## src/rtl/tap_pkg.sv

```systemverilog
package tap_pkg;

  localparam int IR_W = 4;

  typedef enum logic [3:0] {
    ST_TLR     = 4'hA,
    ST_IDLE    = 4'h3,
    ST_SEL_DR  = 4'h0,
    ST_CAP_DR  = 4'h1,
    ST_SH_DR   = 4'h2,
    ST_EX1_DR  = 4'h4,
    ST_PAU_DR  = 4'h5,
    ST_EX2_DR  = 4'h6,
    ST_UP_DR   = 4'h7,
    ST_SEL_IR  = 4'h8,
    ST_CAP_IR  = 4'h9,
    ST_SH_IR   = 4'hB,
    ST_EX1_IR  = 4'hC,
    ST_PAU_IR  = 4'hD,
    ST_EX2_IR  = 4'hE,
    ST_UP_IR   = 4'hF
  } tap_state_e;

  localparam logic [IR_W-1:0] OP_EXTEST  = 4'b0000;
  localparam logic [IR_W-1:0] OP_SAMPLE  = 4'b0001;
  localparam logic [IR_W-1:0] OP_IDCODE  = 4'b0010;
  localparam logic [IR_W-1:0] OP_EXT_PU  = 4'b0011;
  localparam logic [IR_W-1:0] OP_HIGHZ   = 4'b0100;
  localparam logic [IR_W-1:0] OP_CLAMP   = 4'b0101;
  localparam logic [IR_W-1:0] OP_DBG_EN  = 4'b0110;
  localparam logic [IR_W-1:0] OP_DBG_REQ = 4'b0111;

  typedef enum logic [1:0] {
    PATH_BYPASS = 2'd0,
    PATH_ID     = 2'd1,
    PATH_BOUND  = 2'd2
  } dr_path_e;

  typedef struct packed {
    dr_path_e path;
    logic     extest;
    logic     clamp;
    logic     highz;
  } op_decode_t;

  function automatic op_decode_t decode_op(input logic [IR_W-1:0] op);
    op_decode_t d;
    d = '{path: PATH_BYPASS, extest: 1'b0, clamp: 1'b0, highz: 1'b0};
    case (op)
      OP_EXTEST: begin d.path = PATH_BOUND; d.extest = 1'b1; end
      OP_SAMPLE: d.path = PATH_BOUND;
      OP_IDCODE: d.path = PATH_ID;
      OP_EXT_PU: begin d.path = PATH_BOUND; d.extest = 1'b1; end
      OP_HIGHZ:  d.highz = 1'b1;
      OP_CLAMP:  begin d.clamp = 1'b1; d.extest = 1'b1; end
      default:   d.path = PATH_BYPASS;
    endcase
    return d;
  endfunction

endpackage

```

## src/rtl/tap_fsm.sv

```systemverilog
module tap_fsm
  import tap_pkg::*;
(
  input  logic       tck,
  input  logic       trst_n,
  input  logic       tms,
  output tap_state_e st
);

  function automatic tap_state_e next_state(input tap_state_e s, input logic m);
    case (s)
      ST_TLR:    return m ? ST_TLR    : ST_IDLE;
      ST_IDLE:   return m ? ST_SEL_DR : ST_IDLE;
      ST_SEL_DR: return m ? ST_SEL_IR : ST_CAP_DR;
      ST_CAP_DR: return m ? ST_EX1_DR : ST_SH_DR;
      ST_SH_DR:  return m ? ST_EX1_DR : ST_SH_DR;
      ST_EX1_DR: return m ? ST_UP_DR  : ST_PAU_DR;
      ST_PAU_DR: return m ? ST_EX2_DR : ST_PAU_DR;
      ST_EX2_DR: return m ? ST_UP_DR  : ST_SH_DR;
      ST_UP_DR:  return m ? ST_SEL_DR : ST_IDLE;
      ST_SEL_IR: return m ? ST_TLR    : ST_CAP_IR;
      ST_CAP_IR: return m ? ST_EX1_IR : ST_SH_IR;
      ST_SH_IR:  return m ? ST_EX1_IR : ST_SH_IR;
      ST_EX1_IR: return m ? ST_UP_IR  : ST_PAU_IR;
      ST_PAU_IR: return m ? ST_EX2_IR : ST_PAU_IR;
      ST_EX2_IR: return m ? ST_UP_IR  : ST_SH_IR;
      default:   return m ? ST_SEL_DR : ST_IDLE;
    endcase
  endfunction

  always_ff @(posedge tck or negedge trst_n) begin
    if (!trst_n) st <= ST_TLR;
    else         st <= next_state(st, tms);
  end

  // Checker: run length of tms-high edges, saturating at five.
  logic [2:0] tms_run;
  always_ff @(posedge tck or negedge trst_n) begin
    if (!trst_n)             tms_run <= 3'd0;
    else if (!tms)           tms_run <= 3'd0;
    else if (tms_run != 3'd5) tms_run <= tms_run + 3'd1;
  end

  a_r2_tms_five: assert property (@(posedge tck) disable iff (!trst_n)
    (tms_run == 3'd5) |-> (st == ST_TLR));

endmodule

```

## src/rtl/tap_ir.sv

```systemverilog
module tap_ir
  import tap_pkg::*;
#(
  parameter logic [IR_W-1:0] CAPTURE_VAL = 4'b0001,
  parameter logic [IR_W-1:0] RESET_OP    = OP_IDCODE
) (
  input  logic            tck,
  input  logic            trst_n,
  input  tap_state_e      st,
  input  logic            tdi,
  output logic            ir_so,
  output logic [IR_W-1:0] ir
);

  logic [IR_W-1:0] ir_sr;

  always_ff @(posedge tck or negedge trst_n) begin
    if (!trst_n) ir_sr <= CAPTURE_VAL;
    else if (st == ST_CAP_IR) ir_sr <= CAPTURE_VAL;
    else if (st == ST_SH_IR)  ir_sr <= {tdi, ir_sr[IR_W-1:1]};
  end

  always_ff @(posedge tck or negedge trst_n) begin
    if (!trst_n)              ir <= RESET_OP;
    else if (st == ST_TLR)    ir <= RESET_OP;
    else if (st == ST_UP_IR)  ir <= ir_sr;
  end

  assign ir_so = ir_sr[0];

  a_r3_capture_pattern: assert property (@(posedge tck) disable iff (!trst_n)
    (st == ST_CAP_IR) |=> (ir_sr == CAPTURE_VAL));
  a_r8_update_loads: assert property (@(posedge tck) disable iff (!trst_n)
    (st == ST_UP_IR) |=> (ir == $past(ir_sr)));
  a_r8_hold_otherwise: assert property (@(posedge tck) disable iff (!trst_n)
    (st != ST_UP_IR && st != ST_TLR) |=> $stable(ir));
  a_r2_reset_state_op: assert property (@(posedge tck) disable iff (!trst_n)
    (st == ST_TLR) |=> (ir == RESET_OP));

endmodule

```

## src/rtl/tap_dr.sv

```systemverilog
module tap_dr
  import tap_pkg::*;
#(
  parameter int              ID_W   = 32,
  parameter logic [ID_W-1:0] ID_VAL = 32'h01F2701D
) (
  input  logic       tck,
  input  logic       trst_n,
  input  tap_state_e st,
  input  dr_path_e   path,
  input  logic       tdi,
  input  logic       bsr_so,
  output logic       dr_so
);

  logic [ID_W-1:0] id_sr;
  logic            byp;

  always_ff @(posedge tck or negedge trst_n) begin
    if (!trst_n) begin
      id_sr <= ID_VAL;
    end else if (path == PATH_ID) begin
      if (st == ST_CAP_DR)     id_sr <= ID_VAL;
      else if (st == ST_SH_DR) id_sr <= {tdi, id_sr[ID_W-1:1]};
    end
  end

  always_ff @(posedge tck or negedge trst_n) begin
    if (!trst_n) begin
      byp <= 1'b0;
    end else if (path == PATH_BYPASS) begin
      if (st == ST_CAP_DR)     byp <= 1'b0;
      else if (st == ST_SH_DR) byp <= tdi;
    end
  end

  always_comb begin
    case (path)
      PATH_ID:    dr_so = id_sr[0];
      PATH_BOUND: dr_so = bsr_so;
      default:    dr_so = byp;
    endcase
  end

  a_r5_bypass_zero: assert property (@(posedge tck) disable iff (!trst_n)
    (st == ST_CAP_DR && path == PATH_BYPASS) |=> (byp == 1'b0));
  a_r4_id_lsb_set: assert property (@(posedge tck) disable iff (!trst_n)
    (st == ST_CAP_DR && path == PATH_ID) |=> (id_sr[0] == 1'b1));

endmodule

```

## src/rtl/jtag_tap_ctrl.sv

```systemverilog
module jtag_tap_ctrl
  import tap_pkg::*;
#(
  parameter int              ID_W   = 32,
  parameter logic [ID_W-1:0] ID_VAL = 32'h01F2701D
) (
  input  logic tck,
  input  logic trst_n,
  input  logic tms,
  input  logic tdi,
  output logic tdo,
  output logic tdo_en,
  output logic bsr_si,
  input  logic bsr_so,
  output logic bsr_capture,
  output logic bsr_shift,
  output logic bsr_update,
  output logic mode_extest,
  output logic mode_clamp,
  output logic mode_highz
);

  tap_state_e      st;
  logic [IR_W-1:0] ir;
  logic            ir_so;
  logic            dr_so;
  op_decode_t      dec;

  tap_fsm u_fsm (.tck(tck), .trst_n(trst_n), .tms(tms), .st(st));

  tap_ir #(.CAPTURE_VAL(4'b0001), .RESET_OP(OP_IDCODE)) u_ir (
    .tck(tck), .trst_n(trst_n), .st(st), .tdi(tdi), .ir_so(ir_so), .ir(ir));

  assign dec = decode_op(ir);

  tap_dr #(.ID_W(ID_W), .ID_VAL(ID_VAL)) u_dr (
    .tck(tck), .trst_n(trst_n), .st(st), .path(dec.path), .tdi(tdi),
    .bsr_so(bsr_so), .dr_so(dr_so));

  logic bound_sel;
  assign bound_sel   = (dec.path == PATH_BOUND);
  assign bsr_si      = tdi;
  assign bsr_capture = bound_sel && (st == ST_CAP_DR);
  assign bsr_shift   = bound_sel && (st == ST_SH_DR);
  assign bsr_update  = bound_sel && (st == ST_UP_DR);
  assign mode_extest = dec.extest;
  assign mode_clamp  = dec.clamp;
  assign mode_highz  = dec.highz;

  always_ff @(negedge tck or negedge trst_n) begin
    if (!trst_n) begin
      tdo    <= 1'b0;
      tdo_en <= 1'b0;
    end else begin
      tdo_en <= (st == ST_SH_IR) || (st == ST_SH_DR);
      tdo    <= (st == ST_SH_IR) ? ir_so : ((st == ST_SH_DR) ? dr_so : 1'b0);
    end
  end

  a_r7_strobes_exclusive: assert property (@(posedge tck) disable iff (!trst_n)
    $onehot0({bsr_capture, bsr_shift, bsr_update}));
  a_r7_strobe_needs_chain: assert property (@(posedge tck) disable iff (!trst_n)
    (bsr_shift || bsr_capture) |-> (!mode_highz && !mode_clamp));
  a_r8_modes_disjoint: assert property (@(posedge tck) disable iff (!trst_n)
    !(mode_highz && mode_extest));
  a_r9_quiet_in_idle: assert property (@(posedge tck) disable iff (!trst_n)
    (st == ST_IDLE && $past(st) == ST_IDLE) |-> (!tdo_en && !tdo));

endmodule

```

## config.mk

```make
export PLATFORM = sky130hd
export DESIGN_NAME = jtag_tap_ctrl
export DESIGN_NICKNAME = d
export VERILOG_FILES = /design/src/rtl/tap_pkg.sv /design/src/rtl/tap_fsm.sv /design/src/rtl/tap_ir.sv /design/src/rtl/tap_dr.sv /design/src/rtl/jtag_tap_ctrl.sv
export SDC_FILE = /design/constraint.sdc
export NUM_CORES = 1
export LEC_CHECK = 0
export CAP_MARGIN = 0
export CORE_MARGIN = 2
export CORE_UTILIZATION = 56
export DETAILED_ROUTE_END_ITERATION = 12
export GPL_ROUTABILITY_DRIVEN = 0
export PLACE_DENSITY_LB_ADDON = 0.1
export SLEW_MARGIN = 5
export SYNTH_ARGS = -nofsm -noshare
export SYNTH_HDL_FRONTEND = slang
export SYNTH_SLANG_ARGS = --single-unit
export TNS_END_PERCENT = 1
```

## constraint.sdc

```tcl
create_clock -name tck -period 3.17 [get_ports tck]
set_input_delay 0.634 -clock tck [delete_from_list [all_inputs] [get_ports tck]]
set_output_delay 0.634 -clock tck [all_outputs]
set_load 0.02 [all_outputs]
```

Word level (Yosys, flattened, before mapping)
Cells that the tools add are included.

Input bits: 5. Logic and storage cells: 72. Flip-flop bits (word level): 47. Output and inout bits: 9.

Mux-type cells: 28. Equal/unequal tests: 21. Reduce and logical (&&, ||, !) cells: 16.

Operators by type and width (count): $mux 32 (2); $pmux 4 s11 (1); $eq 4x4->1 const B (8); $eq 4x3->1 const B (6); $mux 4 (6); $eq 4x2->1 const B (3); $mux 2 (6); $mux 3 (4); $eq 4x1->1 const B (2); $logic_not 4->1 (2); $mux 1 (7); $reduce_bool 2->1 (3); $reduce_or 3->1 (2); $pmux 2 s2 (1); $reduce_and 2->1 (2); $reduce_or 2->1 (2); $logic_and 1x1->1 (3); $eq 2x1->1 const B (1); $eq 2x2->1 const B (1); $logic_not 2->1 (1); $pmux 1 s2 (1); $logic_or 1x1->1 (1).

Longest topological paths before layout
Gate-level depths: netlist of the first run.

Word-level depth: 7. Depth in mapped cells: 7.

Cells and area by module
Synthesis of the first run repeated with hierarchy kept, for this count alone.

Cells, all modules: 232. Area total of the unflattened synthesis: 2429.8 um2.

Modules (own cells, without submodules): tap_dr (area an instance 1579.0 um2, times used 1, cells an instance 140); tap_ir (area an instance 366.6 um2, times used 1, cells an instance 38); tap_fsm (area an instance 251.5 um2, times used 1, cells an instance 28); jtag_tap_ctrl (area an instance 232.7 um2, times used 1, cells an instance 26).

==> metrics.txt, run 1 <==
Final setup viols 0; TritonCTS Buffers 5; Die Span Y roughly 67 um; leak pwr 1.16 nW; initial antenna violation count 0; synthesized flop and latch total 47; die boundary width 66.7 um; Initial Util 0.592; FP Rows 22; cell family with most CP delay flip-flops; Setup CP Type flip-flop to output port; Pwr Total between 2 and 2.5 mW; Yosys warning count 0; CTS tree done; antenna violation net count after detailed routing 0; io pins 14; routed len/inst 13.4 um; number of flops mapped to enable cells by yosys 0; clk_lat worst skew a little under 0.3 ns; RSZ-0062 raised after global routing false; Comb pwr share 0.368; First DRT Iteration DRCs 113; Max-slew headroom 0.632; Switching Fraction 0.370; Syn Nets ~250; Synth-to-Final Area Change 10.7%; post-synthesis cell count 240; Pwr Density slightly above 900 nW/um2; FILL cells ~310; GRT Resource Usage Total 0.214; status complete, no violations; Distinct cells, synth 39; vias post-DR between 1500 and 2000; Placed Cells slightly below 300; skew final about 0.008 ns; vias in the first global route 1554; Buf/Inv on CP 1; hold buffers post-CTS 0; crit path capture type output port; critical path arrival roughly 2.4 ns; startpoint types flip-flop; synthesized area roughly 2200 um2; Die ar. between 4000 and 5000 um2; CP max stage delay 0.39 ns; crit-path cells buf_2; NetSw 0.838 mW; setup tns final 0 ns; Clk network pwr share 0.189; Slew Limit Fails 0; fraction of registers with async set/reset 1.00; Longest Clk Path Bufs 2; CP Max Fanout 1; Max IR drop VDD between 500 and 600 uV; share of cells above drive strength 1 0.163; pin count of the biggest net entering global routing 33; CP Data Required Time 2.54 ns; Post-DP HPWL 2630 um; via/cell ratio between 5 and 6; clk sinks 47; first-pass detailed-route iteration total 4; max_cap viols 0; worst-margin pin slew around 0.55 ns; Routed WL between 4000 and 5000 um; Hold Violations, Final 0; global-route wire length before repair 7130 um; Finished Layout Cells 300; core area around 3700 um2; Sequential Power Share 0.443; syn_area_per_cell between 9 and 10 um2; H-tree depth reported by CTS 2; predominant post-synthesis flop cell dfrtp_1; Buffers on Ports 13; gr ovfl total 0; Clock transition at path regs 0.09 ns; internal power about 1.4 mW; Antenna diodes 0; slowest CP cell dfrtn_1; CTS Root Cell clkbuf_8; DR DRC count 0; Worst Hold Class primary input to asynchronous set/reset pin; R2R setup slack ~0.21 ns; nets around 260; register area share after synthesis 0.544
## power by group through the flow
stage          registers [mW]  clock network [mW]  logic (mW)
2_1_floorplan           0.980                   0       0.646
3_3_place_gp             1.01                   0       0.831
3_5_place_dp             1.01                   0       0.837
4_1_cts                  1.00               0.439       0.837
5_1_grt                  1.03               0.460       0.943
6_report                 1.00               0.428       0.833
## final timing paths
check | from | to | cells after the start
worst min register to register | u_dr.id_sr[23]$_DFFE_PN1P_ | u_dr.id_sr[23]$_DFFE_PN1P_ | 2
min in group tck | u_dr.id_sr[23]$_DFFE_PN1P_ | u_dr.id_sr[23]$_DFFE_PN1P_ | 2
max in group asynchronous | trst_n | tdo$_DFF_NN0_ | 1
worst max register to register | u_ir.ir[1]$_DFFE_PN1P_ | tdo$_DFF_NN0_ | 4
worst min-delay path | trst_n | u_dr.id_sr[30]$_DFFE_PN0P_ | 1
worst max-delay path | tdo$_DFF_NN0_ | tdo | 1
## timing repair
action	CTS	global route
gates resized for setup	7	1
cloned	0	0
setup buffers	0	0
setup endpoints to repair	2	1
## logic make-up after synthesis
group | Yosys count | synth area share
AND/OR/NAND/NOR | 122 | 0.248
buffers and inverters | 22 | 0.0568
AO/OA/AOI/OAI | 43 | 0.123
flip-flops | 47 | 0.544
multiplexers | 4 | 0.0193
XOR/XNOR | 2 | 0.00796
## cell type report
type / count / area (um2) / area share
clock buffer: 6 / 72.6 / 0.0298
timing repair buffer: 20 / 168 / 0.0688
inverter: 6 / 22.5 / 0.00924
sequential: 47 / 1200 / 0.492
multi-input combinational: 171 / 878 / 0.361
tap: 48 / 60.1 / 0.0247
clock inverter: 2 / 37.5 / 0.0154
## cell usage after synthesis, types with 2 or more instances
| library cell | count | share of area |
|---|---|---|
| a21oi_1 | 3 | 0.0068 |
| a22o_1 | 5 | 0.020 |
| and2_1 | 3 | 0.0085 |
| buf_2 | 7 | 0.016 |
| buf_4 | 3 | 0.010 |
| buf_6 | 3 | 0.015 |
| clkbuf_1 | 3 | 0.0051 |
| dfrtn_1 | 2 | 0.023 |
| dfrtp_1 | 28 | 0.32 |
| dfstp_2 | 17 | 0.20 |
| inv_1 | 6 | 0.010 |
| mux2_2 | 2 | 0.010 |
| mux2i_1 | 2 | 0.0091 |
| nand2_1 | 77 | 0.13 |
| nand3_1 | 21 | 0.048 |
| nand3b_1 | 2 | 0.0068 |
| nor2_1 | 7 | 0.012 |
| nor2b_1 | 2 | 0.0057 |
| nor2b_4 | 2 | 0.013 |
| nor4_1 | 2 | 0.0057 |
| o21ai_0 | 18 | 0.041 |
| o21ai_1 | 8 | 0.018 |
## cell usage in the layout (no fill, tap or decap), drive strengths merged, types with 2 or more instances in the layout
cell	count
a21oi	3
a22o	5
and2	3
buf	10
clkbuf	6
clkdlybuf4s50	10
dfrtn	2
dfrtp	28
dfstp	17
inv	6
mux2	2
mux2i	2
nand2	77
nand3	21
nand3b	2
nor2	8
nor2b	4
nor4	2
o21ai	26
## metal layers
layer	share of wire	vias to the layer above	global-route usage
met5	0	-	0
met4	0.0065	0	0.0714
met3	0.039	2	0.0541
met2	0.44	25	0.310
met1	0.52	779	0.312
li1	-	822	-
## flip-flops by register name, summed over array words and instances (netlist names)
signal      flops
u_dr.id_sr     32
u_fsm.st        4
u_ir.ir         4
u_ir.ir_sr      4
tdo             1
tdo_en          1
u_dr.byp        1
## stage by stage
stage / utilization / hold slack [ns] / instance area [um2] / setup slack [ns]
finish: 0.656 / 0.263 / 2440 / 0.112
global route: 0.656 / 0.282 / 2440 / 0.0821
CTS: 0.657 / 0.262 / 2440 / 0.0110
detailed placement: 0.629 / 0.443 / 2340 / -0.0206
global placement: 0.629 / 0.440 / 2340 / -0.00348
floorplan: - / 0.338 / 2200 / 0.306
Note: power is estimated with default switching activity, not from simulation.
==> inputs of run 2 (changes only) <==
ABC_AREA = 1   (was unset)
==> run 2 against run 1 <==
Effect of this change:
- sequential power rose by 7%
- clock skew is 0.0037 ns lower
- non-clock buffer count is 5 lower
- count of clock-buffer cells in the layout unchanged
- combinational power grew 50%
- largest cell class unchanged
- synthesized area grew 8.1%
- first-iteration DRC count rose by 4.4%
- setup slack gained 0.0055 ns
- routed wire length decreased by 2.1%
- global-route usage down 3.7 points
==> metrics.txt, run 2 <==
gr ovfl total 0 (unchanged); post-CTS sizing 6 (-1); Final Worst Setup Slack 0.118 ns (+0.00546 ns); CP Data Required Time 2.54 ns (about the same); crit path capture type output port; synthesized area 2380 um2 (+8.1%); Yosys warning count 0 (unchanged); post-synthesis cell count 255 (+6.3%); CTS tree done; synthesized flop and latch total 47 (unchanged); core area 4060 um2 (+9.2%); Yosys top cell area share 0.295 (-0.0238); nets 269 (+5.1%); via/cell ratio 5.17 (-4.8%); top post-synthesis cells by count nand2_1 (59), o21ai_2 (32), nand2_2 (29), dfrtp_1 (28), nor2_1 (24); status complete, no violations; register area share after synthesis 0.503 (-0.0406); leak pwr 1.13 nW (-2.3%); Die Span Y 69.2 um (+3.7%); leading area contributor after synthesis dfrtp_1; post-route cell area 2550 um2 (+4.7%); most common cell after layout, fill and taps aside nand2_1; Worst Hold Class primary input to asynchronous set/reset pin; Setup CP Type flip-flop to output port; Initial Util 0.586 (-0.00607); max reg flops 32 (unchanged); Synth-to-Final Area Change 7.26%; cell family with most CP delay flip-flops; top-count cell post-synth nand2_1; First DRT Iteration DRCs 118 (+4.4%); hold buffers post-CTS 0 (unchanged); clk sinks 47 (unchanged); pin count of the biggest net entering global routing 65 (+97%); Buf/Inv on CP 1 (unchanged); Slew Limit Fails 0 (unchanged); max_cap viols 0 (unchanged); GRT Resource Usage Total 0.177 (-0.0369); global-route wire length before repair 6870 um (-3.6%); commonest non-fill, non-tap cells in the layout nand2_1 (59), o21ai_2 (32), nand2_2 (29); Hold Violations, Final 0 (unchanged); CP max stage delay 0.38 ns (about the same); antenna violation net count after detailed routing 0 (unchanged); Clock transition at path regs 0.08 ns (about the same); top cells by area, synth dfrtp_1 (29%), dfstp_2 (19%), o21ai_2 (12%); number of flops mapped to enable cells by yosys 0 (unchanged); Antenna diodes 0 (unchanged); placed cell area 2480 um2 (+6.0%); Die ar. 4780 um2 (+7.6%); pre-CTS WS -0.0140 ns (+0.00653 ns); first-pass detailed-route iteration total 5 (+1); WHS 0.252 ns (-0.0112 ns); initial antenna violation count 0 (unchanged); share of cells above drive strength 1 0.374 (+0.211); skew final 0.00433 ns (-0.00367 ns); FP Rows 23 (+4.5%); die boundary width 69.2 um (+3.7%); startpoint types flip-flop; Finished Layout Cells 315 (+5.0%); syn_area_per_cell 9.33 um2 (+1.7%); routed len/inst 12.5 um (-6.8%); worst-margin pin slew 0.560 ns (+0.00714 ns); Longest Clk Path Bufs 2 (unchanged); vias post-DR 1628 (unchanged); Max-slew headroom 0.626 (-0.00573); CP Max Fanout 1 (unchanged); Final setup viols 0 (unchanged); predominant post-synthesis flop cell dfrtp_1; RSZ-0062 raised after global routing false; Post-CTS Setup Repair Bufs 0 (unchanged); Routed WL 3940 um (-2.1%); crit-path cells buf_2; DR DRC count 0 (unchanged); slowest CP cell dfrtn_1; clk_lat worst skew 0.30 ns (about the same); Post-DP HPWL 2620 um (-0.38%); fraction of registers with async set/reset 1.00 (unchanged); Distinct cells, synth 28 (-28%); TritonCTS Buffers 5 (unchanged); CTS Root Cell clkbuf_8; critical path arrival 2.42 ns (about the same); io pins 14 (unchanged); Pwr Density 1050 nW/um2 (+12%); Placed Cells 307 (+5.1%); H-tree depth reported by CTS 2 (unchanged); largest register by flop count u_dr.id_sr; vias in the first global route 1533 (-1.4%); Syn Nets 260 (+6.1%); Buffers on Ports 13 (unchanged); Max IR drop VDD 676 uV (+33%)
==> run 2: changes by cell type in the layout (fill, tap and decap cells not counted), moves of 5 or more <==
cell,before,now
o21ai_1,8,0
buf_4,7,2
o21ai_0,18,7
nand2_1,77,59
nor2_1,7,24
o21ai_2,0,32
inv_1,6,16
nand2_2,0,29
a22o_1,5,0
nand3_1,21,5
==> run 2: metrics by stage <==
step / util / total power, mW / setup TNS, ns
global placement: 0.610 / 2.33 / -0.00365
finish: 0.629 / 2.67 / 0
global route: 0.629 / 2.89 / 0
detailed placement: 0.610 / 2.34 / -0.0170
CTS: 0.632 / 2.71 / 0
floorplan: - / 2.21 / 0
==> run 2: kinds of logic after synthesis <==
logic type,after synthesis,synth area share
buf+inv,31,0.0726
compound gates,51,0.167
flops,47,0.503
simple gates,126,0.257
==> run 2: final timing paths <==
check | to | startpoint | slack [ns] | cells past startpoint
hold / removal | u_dr.id_sr[29]$_DFFE_PN0P_ | trst_n | 0.25 | 1
max in group asynchronous | tdo_en$_DFF_NN0_ | trst_n | 1.14 | 1
hold reg to reg | u_dr.id_sr[13]$_DFFE_PN1P_ | u_dr.id_sr[13]$_DFFE_PN1P_ | 0.47 | 2
setup / recovery | tdo | tdo$_DFF_NN0_ | 0.12 | 1
setup reg to reg | tdo_en$_DFF_NN0_ | u_fsm.st[1]$_DFF_PN1_ | 0.44 | 4
min in group tck | u_dr.id_sr[13]$_DFFE_PN1P_ | u_dr.id_sr[13]$_DFFE_PN1P_ | 0.47 | 2
==> run 2: area by class of cell <==
cell class	instances	area (um2)
well taps	50	62.6
clock inverters	2	12.5
multi-input cells	177	1010
inverters	18	67.6
repair buffers	15	130
flip-flops and latches	47	1200
clock buffers	6	72.6
fillers	349	1510
==> run 2: power breakdown <==
group	total [mW]	switching, mW	internal [mW]	leakage (nW)
sequential	1.07	0.176	0.890	0.578
combinational	1.25	0.827	0.426	0.514
clock	0.350	0.196	0.154	0.0412
==> run 2: metal layers <==
layer,global-route usage,part of all wire,up-vias
met2,0.255,0.45,11
li1,-,-,832
met1,0.257,0.51,779
met3,0.0451,0.025,6
met4,0.0675,0.017,0
met5,0,0,-
==> inputs of run 3 (changes only) <==
REMOVE_ABC_BUFFERS = 1   (was unset)
SKIP_LAST_GASP = 1   (was unset)
==> run 3 against run 2 <==
Effect of this change:
- first-iteration DRC count up 54%
- hold slack got worse by 0.046 ns
- die area unchanged
- utilization increased by 0.40 points
- flip-flop and latch count unchanged
- clock skew increased by 0.0019 ns
- cell area increased by 0.64%
- critical path type unchanged
- critical endpoint is now tdo_en
- largest power group unchanged
- highest routed layer unchanged
==> metrics.txt, run 3 (synthesis gave the netlist of run 2 again) <==
status complete, no violations; Sequential Power Share 0.392 (-0.007); Final setup viols 0 (unchanged); first-pass detailed-route iteration total 4 (-1); pin count of the biggest net entering global routing 65 (unchanged); NetSw 1.22 mW (+1.9%); cell family with most CP delay flip-flops; via/cell ratio 5.12 (-0.98%); GRT Resource Usage Total 0.185 (+0.00849); Max IR drop VDD 751 uV (+11%); H-tree depth reported by CTS 2 (unchanged); vias in the first global route 1557 (+1.6%); routed wl met2 1730 um (-2.0%); Die Span Y 69.2 um (unchanged); reg-to-reg critical path endpoint tdo_en$_DFF_NN0_; TritonCTS Buffers 5 (unchanged); Post-DP HPWL 2650 um (+1.2%); largest register by flop count u_dr.id_sr; max_cap viols 0 (unchanged); clk_lat worst skew 0.30 ns (about the same); io pins 14 (unchanged); die boundary width 69.2 um (unchanged); worst reg2reg startpoint u_fsm.st[2]$_DFF_PN0_; share of cells above drive strength 1 0.374 (unchanged); Hold Violations, Final 0 (unchanged); gr ovfl total 0 (unchanged); DR DRC count 0 (unchanged); crit path capture type output port; FP Rows 23 (unchanged); Synth-to-Final Area Change 7.94%; routed len/inst 12.7 um (+1.7%); commonest non-fill, non-tap cells in the layout nand2_1 (59), o21ai_2 (32), nand2_2 (29); Routed WL 4010 um (+1.7%); CTS Root Cell clkbuf_8; CP Max Fanout 1 (unchanged); Initial Util 0.586 (unchanged); Post-CTS Setup Repair Bufs 0 (unchanged); First DRT Iteration DRCs 182 (+54%); max layer used met4; Switching Fraction 0.449 (about the same); Worst Hold Class primary input to asynchronous set/reset pin; nets 269 (unchanged); global-route wire length before repair 7180 um (+4.4%); metal3 WL 179 um (+81%); hold buffers post-CTS 0 (unchanged); Pwr Density 1060 nW/um2 (+1.3%); Metal-1 WL 2010 um (+0.15%); clk sinks 47 (unchanged); R2R setup slack 0.43 ns (about the same); worst-margin pin slew 0.586 ns (+0.0262 ns); core area 4060 um2 (unchanged); CP max stage delay 0.39 ns (about the same); slowest CP cell dfrtn_1; Antenna diodes 0 (unchanged); Slew Limit Fails 0 (unchanged); worst reg2reg path depth 5 (+1); Pwr Total 2.72 mW (+1.9%); RSZ-0062 raised after global routing true; max reg flops 32 (unchanged); startpoint types flip-flop; CTS tree done; Buffers on Ports 13 (unchanged); Comb pwr share 0.468 (about the same); vias post-DR 1612 (-0.98%); Clk network pwr share 0.140 (+0.009); Longest Clk Path Bufs 2 (unchanged); Die ar. 4780 um2 (unchanged); initial antenna violation count 0 (unchanged); Buf/Inv on CP 1 (unchanged); critical path arrival 2.53 ns (+0.11 ns); internal power 1.50 mW (+2.0%); leak pwr 1.14 nW (+0.51%); skew final 0.00623 ns (+0.00191 ns); Setup CP Type flip-flop to output port; antenna violation net count after detailed routing 0 (unchanged); Clock transition at path regs 0.09 ns (about the same); Max-slew headroom 0.609 (-0.0169); CP Data Required Time 2.54 ns (about the same); setup tns final 0 ns (unchanged); crit-path cells clkdlybuf4s15_2; most common cell after layout, fill and taps aside nand2_1
-- run 3: changes by cell type in the layout (fill, tap and decap cells not counted) --
cell             delta
clkdlybuf4s15_2     +1
clkbuf_2            +1
clkbuf_8            +1
buf_2               -2
clkinv_2            -1
inv_6               +1
clkinvlp_4          -1
-- run 3: per-layer routing --
layer	GRT usage	up-vias
li1	-	827
met5	0	-
met1	0.270	738
met4	0.0850	0
met2	0.261	37
met3	0.0451	10
-- run 3: timing repair --
action / CTS / global route
endpoints found under the setup margin: 2 / 2
gates resized for setup: 5 / 1
pin swaps: 0 / 0
-- run 3: final cells by class --
cell class                 count  area [um2]
tap                           50        62.6
inverter                      18        67.6
fill                         347        1490
clock buffer                   7        86.3
sequential                    47        1200
timing repair buffer          15         136
clock inverter                 1        8.76
multi-input combinational    177        1010
-- run 3: per-stage QoR --
step	std cells	hold WS [ns]	utilization	setup WS [ns]	cell area [um2]
after detailed placement	307	0.465	0.610	-0.0106	2480
after global placement	307	0.463	0.610	-0.0161	2480
after CTS	315	0.208	0.634	-0.0339	2570
after global routing	315	0.221	0.633	-0.0221	2570
final	315	0.206	0.633	0.0109	2570
after floorplan	242	0.338	-	0.478	2270
-- run 3: worst max path at each step --
stage,depth (start not counted),slack (ns),start,to
detailed placement,1,-0.01,tdo_en$_DFF_NN0_,tdo_en
global placement,1,-0.02,tdo_en$_DFF_NN0_,tdo_en
floorplan,0,0.48,tdo$_DFF_NN0_,tdo
global route,1,-0.02,tdo_en$_DFF_NN0_,tdo_en
finish,1,0.01,tdo_en$_DFF_NN0_,tdo_en
CTS,1,-0.03,tdo$_DFF_NN0_,tdo
-- run 3: power groups by stage --
| stage | clock, mW | combinational [mW] | sequential (mW) |
|---|---|---|---|
| after floorplan | 0 | 1.02 | 1.05 |
| after global placement | 0 | 1.26 | 1.07 |
| after detailed placement | 0 | 1.28 | 1.07 |
| after CTS | 0.396 | 1.29 | 1.06 |
| after global routing | 0.423 | 1.43 | 1.10 |
| final | 0.382 | 1.27 | 1.06 |
